[config.mk]
export PLATFORM = sky130hd
export DESIGN_NAME = tlb_fa
export DESIGN_NICKNAME = d
export VERILOG_FILES = /design/src/rtl/tlb_pkg.sv /design/src/rtl/tlb_slot.sv /design/src/rtl/tlb_victim.sv /design/src/rtl/tlb_fa.sv
export SDC_FILE = /design/constraint.sdc
export NUM_CORES = 2
export LEC_CHECK = 0
export BUFFER_PORTS_ARGS = -buffer_cell sky130_fd_sc_hd__buf_2
export CORE_ASPECT_RATIO = 2
export CORE_UTILIZATION = 45
export CTS_CLUSTER_DIAMETER = 30
export DETAILED_ROUTE_END_ITERATION = 6
export HOLD_SLACK_MARGIN = 0.1
export PLACE_DENSITY = 0.63
export SLEW_MARGIN = 0
export SYNTH_ARGS = -nofsm -noshare
export SYNTH_HDL_FRONTEND = slang
export SYNTH_HIERARCHICAL = 1
export SYNTH_SLANG_ARGS = --single-unit
[constraint.sdc]
create_clock -name clk -period 12.1 [get_ports clk]
set_input_delay 1.21 -clock clk [delete_from_list [all_inputs] [get_ports clk]]
set_output_delay 1.21 -clock clk [all_outputs]
set_load 0.02 [all_outputs]
[src/rtl/tlb_pkg.sv]
package tlb_pkg;

  typedef enum logic [1:0] {
    ACC_LOAD  = 2'b00,
    ACC_STORE = 2'b01,
    ACC_FETCH = 2'b10,
    ACC_ALT   = 2'b11
  } acc_e;

  typedef struct packed {
    logic rd;
    logic wr;
    logic ex;
    logic dirty;
  } pflags_t;

endpackage

[src/rtl/tlb_slot.sv]
module tlb_slot
  import tlb_pkg::*;
#(
  parameter int unsigned VPN_W   = 20,
  parameter int unsigned PPN_W   = 20,
  parameter int unsigned AGE_W   = 4,
  parameter int unsigned SLOT_ID = 0
) (
  input  logic             clk,
  input  logic             rst_n,
  input  logic             flush,
  input  logic             fill_we,
  input  logic [VPN_W-1:0] fill_vpn,
  input  logic [PPN_W-1:0] fill_ppn,
  input  pflags_t          fill_flags,
  input  logic             inv_valid,
  input  logic [VPN_W-1:0] inv_vpn,
  input  logic [VPN_W-1:0] lk_vpn,
  input  logic             touch_any,
  input  logic             touch_me,
  input  logic [AGE_W-1:0] touch_age,
  output logic             valid_o,
  output logic             lk_match_o,
  output logic             fill_match_o,
  output logic [AGE_W-1:0] age_o,
  output logic [PPN_W-1:0] ppn_o,
  output pflags_t          flags_o
);

  logic             valid_q, valid_d;
  logic [AGE_W-1:0] age_q, age_d;
  logic [VPN_W-1:0] vpn_q;
  logic [PPN_W-1:0] ppn_q;
  pflags_t          flags_q;
  logic             inv_hit;

  assign inv_hit      = inv_valid && valid_q && (vpn_q == inv_vpn);
  assign lk_match_o   = valid_q && (vpn_q == lk_vpn);
  assign fill_match_o = valid_q && (vpn_q == fill_vpn);
  assign valid_o      = valid_q;
  assign age_o        = age_q;
  assign ppn_o        = ppn_q;
  assign flags_o      = flags_q;

  always_comb begin
    valid_d = valid_q;
    if (flush)        valid_d = 1'b0;
    else if (fill_we) valid_d = 1'b1;
    else if (inv_hit) valid_d = 1'b0;
  end

  always_comb begin
    age_d = age_q;
    if (touch_any) begin
      if (touch_me)               age_d = '0;
      else if (age_q < touch_age) age_d = AGE_W'(age_q + 1'b1);
    end
  end

  always_ff @(posedge clk or negedge rst_n) begin
    if (!rst_n) begin
      valid_q <= 1'b0;
      age_q   <= AGE_W'(SLOT_ID);
    end else begin
      valid_q <= valid_d;
      age_q   <= age_d;
    end
  end

  always_ff @(posedge clk) begin
    if (fill_we) begin
      vpn_q   <= fill_vpn;
      ppn_q   <= fill_ppn;
      flags_q <= fill_flags;
    end
  end


  fill_write_chk: assert property (@(posedge clk) disable iff (!rst_n)
    fill_we |=> (valid_q && vpn_q == $past(fill_vpn)));


  inv_drop_chk: assert property (@(posedge clk) disable iff (!rst_n)
    (inv_hit && !fill_we && !flush) |=> !valid_q);

endmodule

[src/rtl/tlb_victim.sv]
module tlb_victim #(
  parameter int unsigned ENTRIES = 16,
  parameter int unsigned AGE_W   = 4
) (
  input  logic                          clk,
  input  logic                          rst_n,
  input  logic [ENTRIES-1:0]            valid_vec,
  input  logic [ENTRIES-1:0]            fmatch_vec,
  input  logic [ENTRIES-1:0][AGE_W-1:0] ages,
  output logic [ENTRIES-1:0]            sel
);

  localparam logic [AGE_W-1:0] OLDEST = AGE_W'(ENTRIES - 1);

  always_comb begin
    sel = '0;
    if (|fmatch_vec) begin
      sel = fmatch_vec;
    end else if (!(&valid_vec)) begin
      for (int i = ENTRIES - 1; i >= 0; i--) begin
        if (!valid_vec[i]) begin
          sel    = '0;
          sel[i] = 1'b1;
        end
      end
    end else begin
      for (int i = 0; i < ENTRIES; i++) begin
        if (ages[i] == OLDEST) sel[i] = 1'b1;
      end
    end
  end


  one_victim_chk: assert property (@(posedge clk) disable iff (!rst_n)
    $countones(sel) == 1);


  prefer_free_chk: assert property (@(posedge clk) disable iff (!rst_n)
    (!(&valid_vec) && !(|fmatch_vec)) |-> ((sel & valid_vec) == '0));

endmodule

[src/rtl/tlb_fa.sv]
module tlb_fa
  import tlb_pkg::*;
#(
  parameter int unsigned ENTRIES = 16,
  parameter int unsigned VPN_W   = 20,
  parameter int unsigned PPN_W   = 20,
  parameter int unsigned OFS_W   = 12
) (
  input  logic                   clk,
  input  logic                   rst_n,
  input  logic                   lk_valid,
  input  logic [VPN_W-1:0]       lk_vpn,
  input  logic [OFS_W-1:0]       lk_ofs,
  input  logic [1:0]             lk_kind,
  output logic                   lk_hit,
  output logic [PPN_W-1:0]       lk_ppn,
  output logic [PPN_W+OFS_W-1:0] lk_paddr,
  output logic                   lk_rd,
  output logic                   lk_wr,
  output logic                   lk_ex,
  output logic                   lk_dirty,
  input  logic                   fill_valid,
  input  logic [VPN_W-1:0]       fill_vpn,
  input  logic [PPN_W-1:0]       fill_ppn,
  input  logic                   fill_rd,
  input  logic                   fill_wr,
  input  logic                   fill_ex,
  input  logic                   fill_dirty,
  input  logic                   flush,
  input  logic                   inv_valid,
  input  logic [VPN_W-1:0]       inv_vpn
);

  localparam int unsigned     AGE_W  = (ENTRIES > 1) ? $clog2(ENTRIES) : 1;
  localparam logic [AGE_W-1:0] OLDEST = AGE_W'(ENTRIES - 1);

  logic [ENTRIES-1:0]            valid_vec, match_vec, fmatch_vec, sel_vec;
  logic [ENTRIES-1:0]            touch_vec, oldest_vec;
  logic [ENTRIES-1:0][AGE_W-1:0] ages;
  logic [ENTRIES-1:0][PPN_W-1:0] ppns;
  pflags_t [ENTRIES-1:0]         flags;

  pflags_t          fill_flags, hit_flags;
  logic [PPN_W-1:0] hit_ppn;
  logic [AGE_W-1:0] touch_age;
  logic             any_match, store_clean, hit_int, touch_any, do_fill;
  acc_e             kind;

  assign fill_flags = '{rd: fill_rd, wr: fill_wr, ex: fill_ex, dirty: fill_dirty};
  assign kind       = acc_e'(lk_kind);
  assign do_fill    = fill_valid && !flush;

  for (genvar g = 0; g < ENTRIES; g++) begin : g_slot
    tlb_slot #(
      .VPN_W(VPN_W), .PPN_W(PPN_W), .AGE_W(AGE_W), .SLOT_ID(g)
    ) u_slot (
      .clk          (clk),
      .rst_n        (rst_n),
      .flush        (flush),
      .fill_we      (do_fill && sel_vec[g]),
      .fill_vpn     (fill_vpn),
      .fill_ppn     (fill_ppn),
      .fill_flags   (fill_flags),
      .inv_valid    (inv_valid),
      .inv_vpn      (inv_vpn),
      .lk_vpn       (lk_vpn),
      .touch_any    (touch_any),
      .touch_me     (touch_vec[g]),
      .touch_age    (touch_age),
      .valid_o      (valid_vec[g]),
      .lk_match_o   (match_vec[g]),
      .fill_match_o (fmatch_vec[g]),
      .age_o        (ages[g]),
      .ppn_o        (ppns[g]),
      .flags_o      (flags[g])
    );
    assign oldest_vec[g] = (ages[g] == OLDEST);
  end

  tlb_victim #(.ENTRIES(ENTRIES), .AGE_W(AGE_W)) u_victim (
    .clk        (clk),
    .rst_n      (rst_n),
    .valid_vec  (valid_vec),
    .fmatch_vec (fmatch_vec),
    .ages       (ages),
    .sel        (sel_vec)
  );

  // Read mux: tags are unique, so an OR over the matching entry suffices.
  always_comb begin
    hit_ppn   = '0;
    hit_flags = '0;
    for (int i = 0; i < ENTRIES; i++) begin
      if (match_vec[i]) begin
        hit_ppn   = hit_ppn | ppns[i];
        hit_flags = pflags_t'(hit_flags | flags[i]);
      end
    end
  end

  assign any_match   = |match_vec;
  assign store_clean = (kind == ACC_STORE) && !hit_flags.dirty;
  assign hit_int     = lk_valid && any_match && !store_clean;

  assign lk_hit   = hit_int;
  assign lk_ppn   = hit_int ? hit_ppn : '0;
  assign lk_paddr = hit_int ? {hit_ppn, lk_ofs} : '0;
  assign lk_rd    = hit_int && hit_flags.rd;
  assign lk_wr    = hit_int && hit_flags.wr;
  assign lk_ex    = hit_int && hit_flags.ex;
  assign lk_dirty = hit_int && hit_flags.dirty;

  // Recency update: a fill outranks a concurrent hit; a flush freezes order.
  assign touch_any = !flush && (fill_valid || hit_int);
  assign touch_vec = fill_valid ? sel_vec : match_vec;

  always_comb begin
    touch_age = '0;
    for (int i = 0; i < ENTRIES; i++) begin
      if (touch_vec[i]) touch_age = touch_age | ages[i];
    end
  end


  dup_tag_chk: assert property (@(posedge clk) disable iff (!rst_n)
    $onehot0(match_vec));


  flush_clear_chk: assert property (@(posedge clk) disable iff (!rst_n)
    flush |=> (valid_vec == '0));


  oldest_unique_chk: assert property (@(posedge clk) disable iff (!rst_n)
    $countones(oldest_vec) == 1);


  idle_quiet_chk: assert property (@(posedge clk) disable iff (!rst_n)
    !lk_valid |-> (!lk_hit && lk_paddr == '0));


  clean_store_chk: assert property (@(posedge clk) disable iff (!rst_n)
    (lk_hit && kind == ACC_STORE) |-> lk_dirty);

endmodule

== Word-level counts from Yosys, hierarchy flattened ==
Cells that the tools add are included.

* Add/sub/neg operators: 16
* Magnitude comparators: 16
* Eq/ne operators: 65
* Muxes and demuxes: 165
* Bitwise logic cells: 45
* Reduce and logical (&&, ||, !) cells: 144

{| class="wikitable"
|+ Operator list
! kind !! count
|-
| $eq A20 B20 Y1 || 48
|-
| $mux W20 || 17
|-
| $mux W16 || 19
|-
| $or A20 B20 Y20 || 15
|-
| $mux W4 || 64
|-
| $or A4 B4 Y4 || 30
|-
| $logic_and A1 B1 Y1 || 89
|-
| $add A4 B1 Y4 const B || 16
|-
| $eq A4 B4 Y1 const B || 16
|-
| $lt A4 B4 Y1 || 16
|-
| $mux W1 || 64
|-
| $reduce_bool A3 Y1 || 16
|-
| $mux W32 || 1
|-
| $reduce_and A2 Y1 || 16
|-
| $reduce_bool A2 Y1 || 16
|-
| $reduce_or A16 Y1 || 2
|-
| $reduce_and A16 Y1 || 1
|-
| $logic_not A1 Y1 || 3
|-
| $eq A2 B1 Y1 const B || 1
|-
| $logic_or A1 B1 Y1 || 1
|}

* Register bits after elaboration: 784
* Input port bits: 104
* Output and inout port bits: 57

== Depth between registers and ports, before layout ==
* Word-level depth: 53
* Mapped depth: 19

== By module ==
Netlist, hierarchy kept.

{| class="wikitable"
|+ Modules (own cells, without submodules)
! module !! instances !! cells each !! area an instance (um2)
|-
| tlb_slot at g_slot[10].u_slot ... || 6 || 163 || 2,369.8
|-
| tlb_slot at g_slot[11].u_slot ... || 4 || 163 || 2,371.0
|-
| tlb_slot at g_slot[1].u_slot ... || 4 || 163 || 2,368.5
|-
| tlb_fa || 1 || 450 || 3,418.3
|-
| tlb_slot at g_slot[15].u_slot || 1 || 163 || 2,372.3
|-
| tlb_slot at g_slot[0].u_slot || 1 || 163 || 2,367.3
|-
| tlb_victim || 1 || 82 || 530.5
|}

== Worst setup path after synthesis ==
No wires, ideal clock.

* Path type: input to register
* Start: input port lk_vpn[14]
* End: register g_slot[10].u_slot.age_q[3]
* Data arrival time: 7.413 ns
* Data required time: 11.989 ns
* Path slack: 4.576 ns
* Cell stages on the path: 13
* Buffers on the path: 3
* Cell sequence: xor2_1 -> nor4_1 -> nand4_1 -> nor4_1 -> clkbuf_2 -> a22o_1 -> a221oi_1 -> and4_1 -> buf_4 -> buf_6 -> o21ai_1 -> or3b_2 -> o311ai_0

{| class="wikitable"
|+ RTL lines
! element !! RTL line !! RTL
|-
| start, declared || tlb_fa.sv:12 || <nowiki>input logic [VPN_W-1:0] lk_vpn,</nowiki>
|-
| $eq A20 B20 Y1 (*) || tlb_slot.sv:38 || <nowiki>assign lk_match_o = valid_q && (vpn_q == lk_vpn);</nowiki>
|-
| $logic_and A1 B1 Y1 (*) || tlb_slot.sv:38 ||
|-
| named net match_vec[10] || tlb_fa.sv:37 || <nowiki>logic [ENTRIES-1:0] valid_vec, match_vec, fmatch_vec, sel_vec;</nowiki>
|-
| $mux W4 || tlb_fa.sv:94 || <nowiki>if (match_vec[i]) begin</nowiki>
|-
| $or A4 B4 Y4 || tlb_fa.sv:96 || <nowiki>hit_flags = pflags_t'(hit_flags | flags[i]);</nowiki>
|-
| $mux W4 || tlb_fa.sv:94 ||
|-
| $or A4 B4 Y4 || tlb_fa.sv:96 ||
|-
| $mux W4 || tlb_fa.sv:94 ||
|-
| [... 6 more ...] || -- ||
|-
| $logic_not A1 Y1 || tlb_fa.sv:102 || <nowiki>assign store_clean = (kind == ACC_STORE) && !hit_flags.dirty;</nowiki>
|-
| $logic_and A1 B1 Y1 || tlb_fa.sv:102 ||
|-
| $logic_not A1 Y1 || tlb_fa.sv:103 || <nowiki>assign hit_int = lk_valid && any_match && !store_clean;</nowiki>
|-
| $logic_and A1 B1 Y1 (*) || tlb_fa.sv:103 ||
|-
| $logic_or A1 B1 Y1 (*) || tlb_fa.sv:114 || <nowiki>assign touch_any = !flush && (fill_valid || hit_int);</nowiki>
|-
| $logic_and A1 B1 Y1 (*) || tlb_fa.sv:114 ||
|-
| named net touch_any || tlb_fa.sv:46 || <nowiki>logic any_match, store_clean, hit_int, touch_any, do_fill;</nowiki>
|-
| $reduce_and A2 Y1 (no source line) (*) || -- ||
|-
| end signal, assigned || tlb_slot.sv:63 || <nowiki>age_q <= AGE_W'(SLOT_ID);</nowiki>
|-
| end signal, assigned || tlb_slot.sv:66 || <nowiki>age_q <= age_d;</nowiki>
|-
| end, declared || tlb_slot.sv:31 || <nowiki>logic [AGE_W-1:0] age_q, age_d;</nowiki>
|}

The timed path passes the listed nets; every way through them passes the cells marked *.
A chain may end at the register's enable or synchronous reset.

== Final worst setup path ==
* Start: input port fill_vpn[13]
* End: register g_slot[7].u_slot.age_q[1]

{| class="wikitable"
|+ RTL lines
! element !! RTL line !! RTL
|-
| start, declared || tlb_fa.sv:23 || <nowiki>input logic [VPN_W-1:0] fill_vpn,</nowiki>
|-
| $eq A20 B20 Y1 (*) || tlb_slot.sv:39 || <nowiki>assign fill_match_o = valid_q && (vpn_q == fill_vpn);</nowiki>
|-
| $logic_and A1 B1 Y1 (*) || tlb_slot.sv:39 ||
|-
| named net fmatch_vec[5] || tlb_fa.sv:37 ||
|-
| $reduce_or A16 Y1 (*) || tlb_victim.sv:17 || <nowiki>if (|fmatch_vec) begin</nowiki>
|-
| $mux W16 (*) || tlb_victim.sv:17 ||
|-
| named net sel_vec[14] || tlb_fa.sv:37 ||
|-
| $mux W16 (*) || tlb_fa.sv:115 || <nowiki>assign touch_vec = fill_valid ? sel_vec : match_vec;</nowiki>
|-
| named net touch_vec[14] || tlb_fa.sv:38 || <nowiki>logic [ENTRIES-1:0] touch_vec, oldest_vec;</nowiki>
|-
| $mux W4 (*) || tlb_fa.sv:120 || <nowiki>if (touch_vec[i]) touch_age = touch_age | ages[i];</nowiki>
|-
| $or A4 B4 Y4 || tlb_fa.sv:120 ||
|-
| $mux W4 (*) || tlb_fa.sv:120 ||
|-
| named net touch_age[1] || tlb_fa.sv:45 || <nowiki>logic [AGE_W-1:0] touch_age;</nowiki>
|-
| $lt A4 B4 Y1 (*) || tlb_slot.sv:56 || <nowiki>else if (age_q < touch_age) age_d = AGE_W'(age_q + 1'b1);</nowiki>
|-
| $reduce_bool A2 Y1 (no source line) (*) || -- ||
|-
| $reduce_and A2 Y1 (no source line) (*) || -- ||
|-
| end signal, assigned || tlb_slot.sv:63 ||
|-
| end signal, assigned || tlb_slot.sv:66 ||
|-
| end, declared || tlb_slot.sv:31 ||
|}

Marked as above.

==> flow_summary.json <==
{
  "p_leak_uw": 0.0163,
  "hold_path_class": "in2async",
  "finalSetupTns_ns": 0,
  "die_area_sq_um": 94300,
  "cp_max_fo": 16,
  "setup_viol": 0,
  "drtIter0Drc": 2411,
  "die_h_microns": 433,
  "synth.most_common_cell": "edfxtp_1",
  "drv_cap": 0,
  "synthTopCellsByArea": "edfxtp_1 50%, xnor2_1 12%, xor2_1 8.0%",
  "status": "finished, final reports clean",
  "crit_slowest_cell": "nor4_1",
  "synth_ff_type": "edfxtp_1",
  "ir_worst_vdd_mv": 0.143,
  "rows": 157,
  "holdWs_ns": 0.442,
  "yosysSeqAreaShare_pct": 55.4,
  "finalHoldViolations": 0,
  "firstDrtPassIters": 6,
  "max_stage_delay_ns": 1.06,
  "powerDensity_nw_per_um2": 165,
  "cp_top_family": "simple AND/OR/NAND/NOR gates",
  "grt_use_met1_pct": 34.2,
  "h-tree-depth": 3,
  "cts_resized": 0,
  "post-route-period-util_pct": 61.1,
  "cts_max_path_buffers": 3,
  "grt_max_degree": 72,
  "synth-seq-cells": 784,
  "cp.required_ns": 12.71,
  "wl_per_cell_microns": 31.7,
  "yosysWarnings": 6,
  "root_buffer": "clkbuf_16",
  "antenna_found_initial": 2,
  "start_kind": "primary input",
  "drive_gt1_share_pct": 18.2,
  "timing.slew.headroom_pct": 5.10,
  "synthTopCellsByCount": "704 x edfxtp_1, 576 x xnor2_1, 384 x xor2_1",
  "skew_ns": 0.0517,
  "fmax_mhz": 135,
  "arrival_ns": 8.01,
  "wl_microns": 148000,
  "cts_buffers": 99,
  "total_power_uw": 7920,
  "dieWidth_microns": 218,
  "path_clk_slew_ns": 0.06,
  "synth_top_cell_by_area": "edfxtp_1",
  "syn_area_sq_um": 41900,
  "clock_latency_ns": 0.74,
  "worst-setup-path-type": "in2reg",
  "numPortBuffers": 160,
  "viasPerCell": 6.30,
  "drcViolationCount": 0,
  "synth_cells": 3140,
  "nets": 3558,
  "cp_num_buf_inv": 3,
  "cts_hold_buf": 0,
  "synth_edf_count": 704,
  "cts_setup_buffers": 0,
  "avgSynthCellArea_sq_um": 13.3,
  "core_sq_um": 91900,
  "synth.distinct_cells": 52,
  "start_util_pct": 45.5,
  "met3_usage_pct": 5.74,
  "ant_nets": 0,
  "gr-usage-met2_pct": 54.2,
  "areaGrowthSynthToFinish_pct": 14.8,
  "rsz0062_at_grt": "no",
  "cp-end-kind": "flip-flop",
  "dpl.hpwl_microns": 90900,
  "grt_usage_pct": 31.5,
  "crit_chain": "buf_2 > buf_4 > xor2_1 > nor4_1 > nand3_1 > nor4_1 > nor4_1 > and4_1 > and2_4 > a41o_1 > mux2_4 > a22o_1 > a221oi_1 > nand4_1 > inv_1 > ha_1 > a2111oi_4 > nor2_2 > mux2_4 > o22ai_2",
  "grt_busiest_layer": "met2",
  "grt_remaining_overflow": 0,
  "routabilityCongestion": 0.941,
  "clock_sinks": 784,
  "vias": 29401,
  "syn-num-nets": 3308,
  "synth_top_area_share_pct": 50.5,
  "nFillCells": 7878,
  "synth-async-reset-ratio_pct": 10.2,
  "io_pins": 161,
  "worst_slew_pin_slew_ns": 1.41,
  "finalMaxSlewViolations": 0,
  "grt_pass1_vias": 29851,
  "final.min_clock_period_ns": 7.40,
  "path_common_cell": "nor4_1",
  "grt_pass1_wl_microns": 210000,
  "cts_tree": "built"
}
## routing by layer
metal  vias to the layer above  wire length (microns)  share of wire (%)
met2                      1589                  73700                 50
met5                         -                     22              0.015
met1                     14773                  50600                 34
met4                         4                  11900                8.0
met3                       570                  11600                7.9
li1                      12465                      -                  -
## worst paths after layout
kind	from	cells after the start	endpoint	slack [ns]
hold reg to reg	g_slot[4].u_slot/age_o[2]	2	g_slot[4].u_slot/age_o[2]	0.55
hold / removal	rst_n	1	g_slot[13].u_slot/valid_o	0.44
min in group clk	g_slot[4].u_slot/age_o[2]	2	g_slot[4].u_slot/age_o[2]	0.55
setup / recovery	fill_vpn[13]	20	g_slot[7].u_slot/age_o[1]	4.70
setup reg to reg	g_slot[15].u_slot/vpn_q[18]	18	g_slot[7].u_slot/age_o[1]	5.36
max in group asynchronous	rst_n	2	g_slot[8].u_slot/age_o[1]	10.26
## cell type report
| class | instances | area, sq um | area share, % |
|---|---|---|---|
| Antenna cell | 1 | 2.50 | 0.00521 |
| Clock buffer | 108 | 2530 | 5.27 |
| Clock inverter | 78 | 1020 | 2.12 |
| Inverter | 103 | 387 | 0.804 |
| Multi-Input combinational cell | 2165 | 18100 | 37.6 |
| Sequential cell | 784 | 23200 | 48.2 |
| Tap cell | 1192 | 1490 | 3.10 |
| Timing Repair Buffer | 237 | 1380 | 2.87 |
## state kept, by name (all words and copies together), names as in the netlist
signal and cells:
g_slot.u_slot/valid_o 16, g_slot.u_slot/vpn_q 320, g_slot.u_slot/age_o 64, g_slot.u_slot/ppn_o 320, g_slot.u_slot/flags_o 64
## worst reg2reg max path, stage by stage, from the launching register on
cell and delay [ns]:
edfxtp_1 0.47, xor2_1 0.20, nor4_1 0.42, nand4_1 0.17, nor4_2 1.15, nor4_1 0.08
and4_1 0.42, and2_4 0.24, a41o_1 0.26, mux2_4 0.33, a22o_1 0.20, a221oi_1 0.35
nand4_1 0.90, inv_1 0.25, ha_1 0.30, a2111oi_4 0.34, nor2_2 0.12, mux2_4 0.32
o22ai_2 0.12
## cells by family after synthesis
logic type                 share of synthesized area [%]
muxes                                               1.80
adders and majority gates                           1.91
buffers and inverters                               2.13
xor gates and xnor gates                            20.1
AOI/OAI and AO/OA                                   8.86
DFF                                                 55.4
and+or+nand+nor                                     9.84
## where the power goes
part / leakage [uW] / total (uW) / internal [uW] / switching [uW]
Combinational: 0.00734 / 1460 / 641 / 816
Sequential: 0.00721 / 3290 / 3090 / 208
Clock: 0.00172 / 3160 / 1870 / 1300
Total: 0.0163 / 7920 / 5600 / 2320
## through the flow
step	worst slack (ns)	cell area, sq um	std cells	util [%]
after CTS	4.83	48100	4667	52.3
after global routing	4.46	48100	4667	52.3
final	4.70	48100	4668	52.3
after global placement	4.18	44500	4481	48.4
after floorplan	4.58	41900	3140	-
after detailed placement	4.12	44500	4481	48.4
## cell usage in the layout, fill, tap and decap left out, types with 29 or more instances in the layout
master / n
edfxtp_1: 704
xnor2_1: 576
xor2_1: 384
nand4_1: 165
buf_2: 159
nor4_1: 130
a22o_1: 112
a221oi_1: 107
inv_1: 103
clkbuf_16: 100
buf_4: 78
ha_1: 64
nand3_1: 53
nand2_1: 51
dfrtp_1: 48
o22ai_1: 38
o21ai_0: 36
nor2b_1: 34
a21oi_1: 32
mux2i_1: 32
dfstp_2: 32
and4_1: 29
No activity file was read; power rests on OpenSTA's default activity.
